$ cat config.mk
export PLATFORM = sky130hd
export DESIGN_NAME = dst_addr_filter
export DESIGN_NICKNAME = d
export VERILOG_FILES = /design/src/rtl/dfilt_pkg.sv /design/src/rtl/dfilt_regs.sv /design/src/rtl/dfilt_collect.sv /design/src/rtl/dfilt_decide.sv /design/src/rtl/dst_addr_filter.sv
export SDC_FILE = /design/constraint.sdc
export NUM_CORES = 1
export LEC_CHECK = 0
export BUFFER_PORTS_ARGS = -buffer_cell sky130_fd_sc_hd__buf_2
export CAP_MARGIN = 20
export CORE_MARGIN = 2
export CORE_UTILIZATION = 42
export DETAILED_ROUTE_END_ITERATION = 7
export HOLD_SLACK_MARGIN = 0.03
export PLACE_DENSITY = 0.63
export SLEW_MARGIN = 10
export SYNTH_ARGS = -nofsm -noshare
export SYNTH_HDL_FRONTEND = slang
export SYNTH_HIERARCHICAL = 1
export SYNTH_SLANG_ARGS = --single-unit
$ cat constraint.sdc
create_clock -name clk -period 16.9 [get_ports clk]
set_input_delay 1.69 -clock clk [delete_from_list [all_inputs] [get_ports clk]]
set_output_delay 1.69 -clock clk [all_outputs]
set_load 0.01 [all_outputs]
$ cat src/rtl/dfilt_pkg.sv
package dfilt_pkg;
  localparam int ADDR_BYTES = 6;
  localparam int ADDR_W     = ADDR_BYTES * 8;
  localparam int CFG_W      = 32;
  localparam int CRC_W      = 32;
  localparam logic [CRC_W-1:0] CRC_POLY = 32'h04C11DB7;
  localparam int HASH_IDX_W = 6;
  localparam int HASH_BITS  = 1 << HASH_IDX_W;
  localparam int HASH_WORDS = HASH_BITS / CFG_W;
  localparam int SEL_W      = 3;

  typedef enum logic [SEL_W-1:0] {
    SEL_STA_LO = 3'd0,
    SEL_STA_HI = 3'd1,
    SEL_HASH0  = 3'd2,
    SEL_HASH1  = 3'd3,
    SEL_MODE   = 3'd4
  } cfg_sel_e;

  typedef struct packed {
    logic bcast_ok;
    logic promisc;
  } mode_t;

  // One byte into the CRC register, least significant bit first.
  function automatic logic [CRC_W-1:0] crc_byte(input logic [CRC_W-1:0] c_in,
                                                 input logic [7:0] d);
    logic [CRC_W-1:0] c;
    logic fb;
    c = c_in;
    for (int i = 0; i < 8; i++) begin
      fb = c[CRC_W-1] ^ d[i];
      c  = {c[CRC_W-2:0], 1'b0};
      if (fb) c = c ^ CRC_POLY;
    end
    return c;
  endfunction
endpackage

$ cat src/rtl/dfilt_regs.sv
module dfilt_regs
  import dfilt_pkg::*;
(
  input  logic              clk,
  input  logic              rst_n,
  input  logic              wr_en,
  input  logic [SEL_W-1:0]  wr_sel,
  input  logic [CFG_W-1:0]  wr_data,
  output logic [ADDR_W-1:0] station_o,
  output logic [HASH_BITS-1:0] hash_o,
  output mode_t             mode_o
);
  localparam int STA_HI_W = ADDR_W - CFG_W;

  logic [CFG_W-1:0]    sta_lo_q, sta_lo_d;
  logic [STA_HI_W-1:0] sta_hi_q, sta_hi_d;
  mode_t               mode_q, mode_d;
  logic                sta_lo_en, sta_hi_en, mode_en;
  logic [HASH_WORDS-1:0][CFG_W-1:0] hash_q;

  assign sta_lo_en = wr_en && (wr_sel == SEL_STA_LO);
  assign sta_hi_en = wr_en && (wr_sel == SEL_STA_HI);
  assign mode_en   = wr_en && (wr_sel == SEL_MODE);

  always_comb begin
    sta_lo_d = sta_lo_q;
    sta_hi_d = sta_hi_q;
    mode_d   = mode_q;
    if (sta_lo_en) sta_lo_d = wr_data;
    if (sta_hi_en) sta_hi_d = wr_data[STA_HI_W-1:0];
    if (mode_en)   mode_d   = mode_t'(wr_data[$bits(mode_t)-1:0]);
  end

  always_ff @(posedge clk or negedge rst_n) begin
    if (!rst_n) begin
      sta_lo_q <= '0;
      sta_hi_q <= '0;
      mode_q   <= '0;
    end else begin
      sta_lo_q <= sta_lo_d;
      sta_hi_q <= sta_hi_d;
      mode_q   <= mode_d;
    end
  end

  for (genvar g = 0; g < HASH_WORDS; g++) begin : g_hash
    logic             en;
    logic [CFG_W-1:0] word_d;
    assign en = wr_en && (wr_sel == SEL_W'(int'(SEL_HASH0) + g));
    always_comb begin
      word_d = hash_q[g];
      if (en) word_d = wr_data;
    end
    always_ff @(posedge clk or negedge rst_n) begin
      if (!rst_n) hash_q[g] <= '0;
      else        hash_q[g] <= word_d;
    end
  end

  assign station_o = {sta_hi_q, sta_lo_q};
  assign hash_o    = hash_q;
  assign mode_o    = mode_q;
endmodule

$ cat src/rtl/dfilt_collect.sv
module dfilt_collect
  import dfilt_pkg::*;
(
  input  logic                  clk,
  input  logic                  rst_n,
  input  logic                  in_valid,
  input  logic                  in_sof,
  input  logic [7:0]            in_data,
  output logic [ADDR_W-1:0]     addr_nxt_o,
  output logic [HASH_IDX_W-1:0] idx_nxt_o,
  output logic                  last_byte_o,
  output logic                  start_o,
  output logic                  busy_o
);
  localparam int CNT_W = $clog2(ADDR_BYTES + 1);
  localparam logic [CNT_W-1:0] CNT_FULL = CNT_W'(ADDR_BYTES);

  logic [CNT_W-1:0]  cnt_q, cnt_d;
  logic [ADDR_W-1:0] addr_q, addr_d;
  logic [CRC_W-1:0]  crc_q, crc_d;
  logic              start, take, gather;

  assign gather = (cnt_q != '0) && (cnt_q < CNT_FULL);
  assign start  = in_valid && in_sof;
  assign take   = start || (in_valid && gather);

  always_comb begin
    cnt_d  = cnt_q;
    addr_d = addr_q;
    crc_d  = crc_q;
    if (start) begin
      cnt_d  = CNT_W'(1);
      addr_d = {{(ADDR_W-8){1'b0}}, in_data};
      crc_d  = crc_byte({CRC_W{1'b1}}, in_data);
    end else if (take) begin
      cnt_d  = cnt_q + CNT_W'(1);
      addr_d = {addr_q[ADDR_W-9:0], in_data};
      crc_d  = crc_byte(crc_q, in_data);
    end
  end

  always_ff @(posedge clk or negedge rst_n) begin
    if (!rst_n) begin
      cnt_q  <= '0;
      addr_q <= '0;
      crc_q  <= '0;
    end else begin
      cnt_q  <= cnt_d;
      addr_q <= addr_d;
      crc_q  <= crc_d;
    end
  end

  assign addr_nxt_o  = addr_d;
  assign idx_nxt_o   = crc_d[CRC_W-1 -: HASH_IDX_W];
  assign last_byte_o = take && (cnt_d == CNT_FULL);
  assign start_o     = start;
  assign busy_o      = gather;

  assert_cnt_in_range_R3: assert property (@(posedge clk) disable iff (!rst_n)
    cnt_q <= CNT_FULL);
endmodule

$ cat src/rtl/dfilt_decide.sv
module dfilt_decide
  import dfilt_pkg::*;
(
  input  logic [ADDR_W-1:0]     addr_i,
  input  logic [HASH_IDX_W-1:0] idx_i,
  input  logic [ADDR_W-1:0]     station_i,
  input  logic [HASH_BITS-1:0]  hash_i,
  input  mode_t                 mode_i,
  output logic                  accept_o
);
  logic is_bcast, is_group, sta_hit, hash_hit;

  assign is_bcast = &addr_i;
  assign is_group = addr_i[ADDR_W-8];
  assign sta_hit  = (addr_i == station_i);
  assign hash_hit = hash_i[idx_i];

  always_comb begin
    if (mode_i.promisc)  accept_o = 1'b1;
    else if (is_bcast)   accept_o = mode_i.bcast_ok;
    else                 accept_o = sta_hit || (is_group && hash_hit);
  end
endmodule

$ cat src/rtl/dst_addr_filter.sv
module dst_addr_filter
  import dfilt_pkg::*;
(
  input  logic             clk,
  input  logic             rst_n,
  input  logic             rx_valid,
  input  logic             rx_sof,
  input  logic [7:0]       rx_data,
  input  logic             cfg_wr_en,
  input  logic [SEL_W-1:0] cfg_sel,
  input  logic [CFG_W-1:0] cfg_wdata,
  output logic             match_valid,
  output logic             match_accept
);
  logic rst_meta_q, rst_sync_n;

  always_ff @(posedge clk or negedge rst_n) begin
    if (!rst_n) begin
      rst_meta_q <= 1'b0;
      rst_sync_n <= 1'b0;
    end else begin
      rst_meta_q <= 1'b1;
      rst_sync_n <= rst_meta_q;
    end
  end

  logic [ADDR_W-1:0]     station;
  logic [HASH_BITS-1:0]  hash_tbl;
  mode_t                 mode;
  logic [ADDR_W-1:0]     addr_nxt;
  logic [HASH_IDX_W-1:0] idx_nxt;
  logic                  last_byte, start, busy, verdict;
  logic                  valid_q, valid_d, accept_q, accept_d;

  dfilt_regs u_regs (
    .clk(clk), .rst_n(rst_sync_n), .wr_en(cfg_wr_en), .wr_sel(cfg_sel),
    .wr_data(cfg_wdata), .station_o(station), .hash_o(hash_tbl), .mode_o(mode)
  );

  dfilt_collect u_collect (
    .clk(clk), .rst_n(rst_sync_n), .in_valid(rx_valid), .in_sof(rx_sof),
    .in_data(rx_data), .addr_nxt_o(addr_nxt), .idx_nxt_o(idx_nxt),
    .last_byte_o(last_byte), .start_o(start), .busy_o(busy)
  );

  dfilt_decide u_decide (
    .addr_i(addr_nxt), .idx_i(idx_nxt), .station_i(station),
    .hash_i(hash_tbl), .mode_i(mode), .accept_o(verdict)
  );

  always_comb begin
    valid_d  = valid_q;
    accept_d = accept_q;
    if (last_byte) begin
      valid_d  = 1'b1;
      accept_d = verdict;
    end else if (start) begin
      valid_d  = 1'b0;
      accept_d = 1'b0;
    end
  end

  always_ff @(posedge clk or negedge rst_sync_n) begin
    if (!rst_sync_n) begin
      valid_q  <= 1'b0;
      accept_q <= 1'b0;
    end else begin
      valid_q  <= valid_d;
      accept_q <= accept_d;
    end
  end

  assign match_valid  = valid_q;
  assign match_accept = accept_q;

  assert_low_midframe_R2: assert property (@(posedge clk) disable iff (!rst_sync_n)
    busy |-> !match_valid);
  assert_start_clears_R2: assert property (@(posedge clk) disable iff (!rst_sync_n)
    (rx_valid && rx_sof) |=> !match_valid);
  assert_valid_after_last_R2: assert property (@(posedge clk) disable iff (!rst_sync_n)
    last_byte |=> match_valid);
  assert_accept_qualified_R2: assert property (@(posedge clk) disable iff (!rst_sync_n)
    match_accept |-> match_valid);
  assert_hold_stable_R3: assert property (@(posedge clk) disable iff (!rst_sync_n)
    (match_valid && !(rx_valid && rx_sof)) |=> (match_valid && $stable(match_accept)));
  assert_promisc_accepts_R8: assert property (@(posedge clk) disable iff (!rst_sync_n)
    (last_byte && mode.promisc) |=> match_accept);
endmodule

==> impl_metrics.csv <==
group,metric,value,unit
run_status,status,"finished clean",
worst_setup_path,crit_fanout,13,
routing,drtIter0Drc,491,
clock_tree,postCtsSetupRepairBufs,0,
place,dpl_cell_area,10900,um^2
floorplan,die_y,162,um
clock_tree,cts_tree,"built",
finish,regArea,5030,um^2
worst_setup_path,arrival,5070,ps
routing,drtPass1Iterations,5,
grt,overflow,0,
place,port_buffers,49,
logic_synthesis,synth_ff_type,"dfrtp_1",
finish,layout_commonest_cell,"dfrtp_1",
logic_synthesis,ys_warn_count,6,
floorplan,die_area,26300,um^2
floorplan,start_util,0.430,
floorplan,io_pins,50,
finish,fill_cells,2224,
floorplan,rows,57,
finish,n_antenna_cell,0,
sta,hold_violations,0,
worst_setup_path,end_kind,"flop",
finish,final_cell_mix,"200 x dfrtp_1, 110 x mux2_2, 74 x xor2_1, 56 x xnor2_1, 49 x buf_2",
sta,fmax,0.214,GHz
place,gp_congestion,0.877,
finish,syn_to_final_growth,10.8,%
logic_synthesis,synthArstFlopShare,1.00,
grt,grt_pass1_wl,40600,um
sta,relSlewSlack,0.329,
worst_setup_path,slowest_stage,"a21oi_2",
sta,timing.final.crit_share,0.276,
logic_synthesis,synthCells,794,
clock_tree,clk_pin_slew,60,ps
worst_setup_path,start_kind,"input pin",
clock_tree,cts_resized,0,
clock_tree,cts_root_buf,"clkbuf_16",
logic_synthesis,ys_seq_elements,201,
place,dp_hpwl,18300,um
floorplan,coreArea,24400,um^2
worst_setup_path,path_common_cell,"xnor2_1",
sta,fin_skew,13.8,ps
finish,multi_input_comb_area,5110,um^2
routing,ant_nets,0,
floorplan,die_w,162,um
power_and_ir_drop,powerDensity,184,nW/um^2
clock_tree,cts_sinks,201,
logic_synthesis,yosysSeqAreaShare,0.480,
power_and_ir_drop,p_leak,5.19,nW
grt,antenna_found_initial,0,
routing,drc,0,
routing,dr_total_vias,6525,
finish,final_cell_area,11600,um^2
clock_tree,clockBufferDepth,3,
power_and_ir_drop,irDropWorstVdd,122,uV
logic_synthesis,avgSynthCellArea,13.2,um^2
routing,viasPerCell,5.61,
logic_synthesis,synth-edff-count,0,
sta,finalMaxSlewViolations,0,
worst_setup_path,critical_path.max_stage_delay,760,ps
clock_tree,cts_hold_buf,0,
worst_setup_path,path_cells,"buf_2 > xor2_1 > xnor2_2 > xnor2_1 > xnor2_1 > a21oi_2 > mux4_1 > mux2i_1 > a22oi_1 > nand3_1 > a31oi_1 > a22o_1",
routing,wl_per_cell,22.1,um
worst_setup_path,cpLargestDelayFamily,"compound AO/OA/AOI/OAI gates",
routing,wl,25700,um
worst_setup_path,crit_required,17300,ps
sta,setup-tns-final,0,ps
clock_tree,htree_levels,1,
worst_hold_path,min_path_type,"flop to asynchronous set/reset pin",
sta,min_period,4670,ps
sta,tightest_slew,1010,ps
grt,grtUsageTotal,0.201,
grt,first_global_vias,6698,
worst_setup_path,path_buf_inv,1,
flow_run,drv_cap,0,
finish,layout.nets,875,
grt,grt_max_degree,86,
logic_synthesis,netlist_area,10500,um^2
clock_tree,numCtsBuffers,22,
clock_tree,insertion_delay,520,ps
sta,rsz0062_at_grt,"no",
sta,finalSetupViolations,0,
finish,drive_gt1_frac,0.280,
logic_synthesis,synth_fp_nets,844,
worst_setup_path,worstSetupPathType,"input pin to flop",
logic_synthesis,ys_types,64,
[flip-flops by register name, indices dropped and copies added (netlist names)]
register and count:
match_accept 1, match_valid 1, rst_meta_q 1, rst_sync_n 1, u_collect/addr_q 48, u_collect/cnt_q 3
u_collect/crc_q 32, u_regs/hash_o 64, u_regs/mode_o 2, u_regs/sta_hi_q 16, u_regs/sta_lo_q 32
[logic make-up (layout without fill, tap and decap cells)]
group,count (synthesis),count (layout),share of synthesized area
buffers and inverters,59,104,0.0371
other,1,1,0.000358
flip-flops,201,201,0.480
multiplexers,140,140,0.170
XOR/XNOR,160,160,0.174
AO/OA/AOI/OAI,112,112,0.0780
AND/OR/NAND/NOR,119,119,0.0592
adder cells (fa/ha/maj),2,2,0.00239
[synth_stat cells, drive strengths merged (15+ instances only)]
cell type / instances / area share
a21oi: 18 / 0.0086
a22o: 47 / 0.039
buf: 36 / 0.028
clkbuf: 16 / 0.0068
dfrtp: 201 / 0.48
mux2: 114 / 0.12
mux4: 16 / 0.038
nand2: 47 / 0.017
nand4: 15 / 0.0089
nor2: 16 / 0.0057
nor4: 15 / 0.0089
o21ai: 19 / 0.0091
xnor2: 66 / 0.068
xor2: 77 / 0.069
[report_power, final]
group | switching (W) | internal [W]
sequential | 0.000107 | 0.000607
clock | 0.000195 | 0.000270
combinational | 0.000454 | 0.000509
[path summary, 6_finish.rpt]
| path | startpoint | endpoint | slack, ps | cells after the start |
|---|---|---|---|---|
| max | rx_data[3] | match_accept$_DFFE_PN0P_ | 12230 | 12 |
| min | rst_sync_n$_DFF_PN0_ | u_regs/hash_o[18]$_DFFE_PN0P_ | 340 | 0 |
| max reg2reg | u_collect/cnt_q[0]$_DFF_PN0_ | match_accept$_DFFE_PN0P_ | 12590 | 11 |
| min reg2reg | rst_sync_n$_DFF_PN0_ | u_regs/hash_o[18]$_DFFE_PN0P_ | 340 | 0 |
| max in group asynchronous | rst_sync_n$_DFF_PN0_ | u_regs/sta_lo_q[11]$_DFFE_PN0P_ | 14620 | 3 |
| min in group clk | rst_meta_q$_DFF_PN0_ | rst_sync_n$_DFF_PN0_ | 360 | 0 |
[final cells by class]
type / instances / area share
inverter: 7 / 0.00226
sequential: 201 / 0.433
clock inverter: 8 / 0.00797
clock buffer: 30 / 0.0526
timing repair buffer: 59 / 0.0293
tap: 324 / 0.0349
multi-input combinational: 534 / 0.440
[stage by stage]
step	total power [W]	setup WS (ps)	instances	utilization	hold slack [ps]
floorplan	0.00149	10880	794	-	331
global placement	0.00167	11840	1124	0.446	342
detailed placement	0.00168	11710	1124	0.446	337
CTS	0.00215	12240	1162	0.475	360
global route	0.00226	12080	1163	0.476	377
finish	0.00214	12230	1163	0.476	343
[layer usage]
metal  vias up  GRT usage  wire, um  share of wire
li1       2923          -         -              -
met1      3386      0.305     12300           0.48
met2       174      0.310     11700           0.46
met3        42     0.0253      1100          0.043
met4         0     0.0487       563          0.022
met5         -          0         0              0
(Power assumes the default switching activity.)
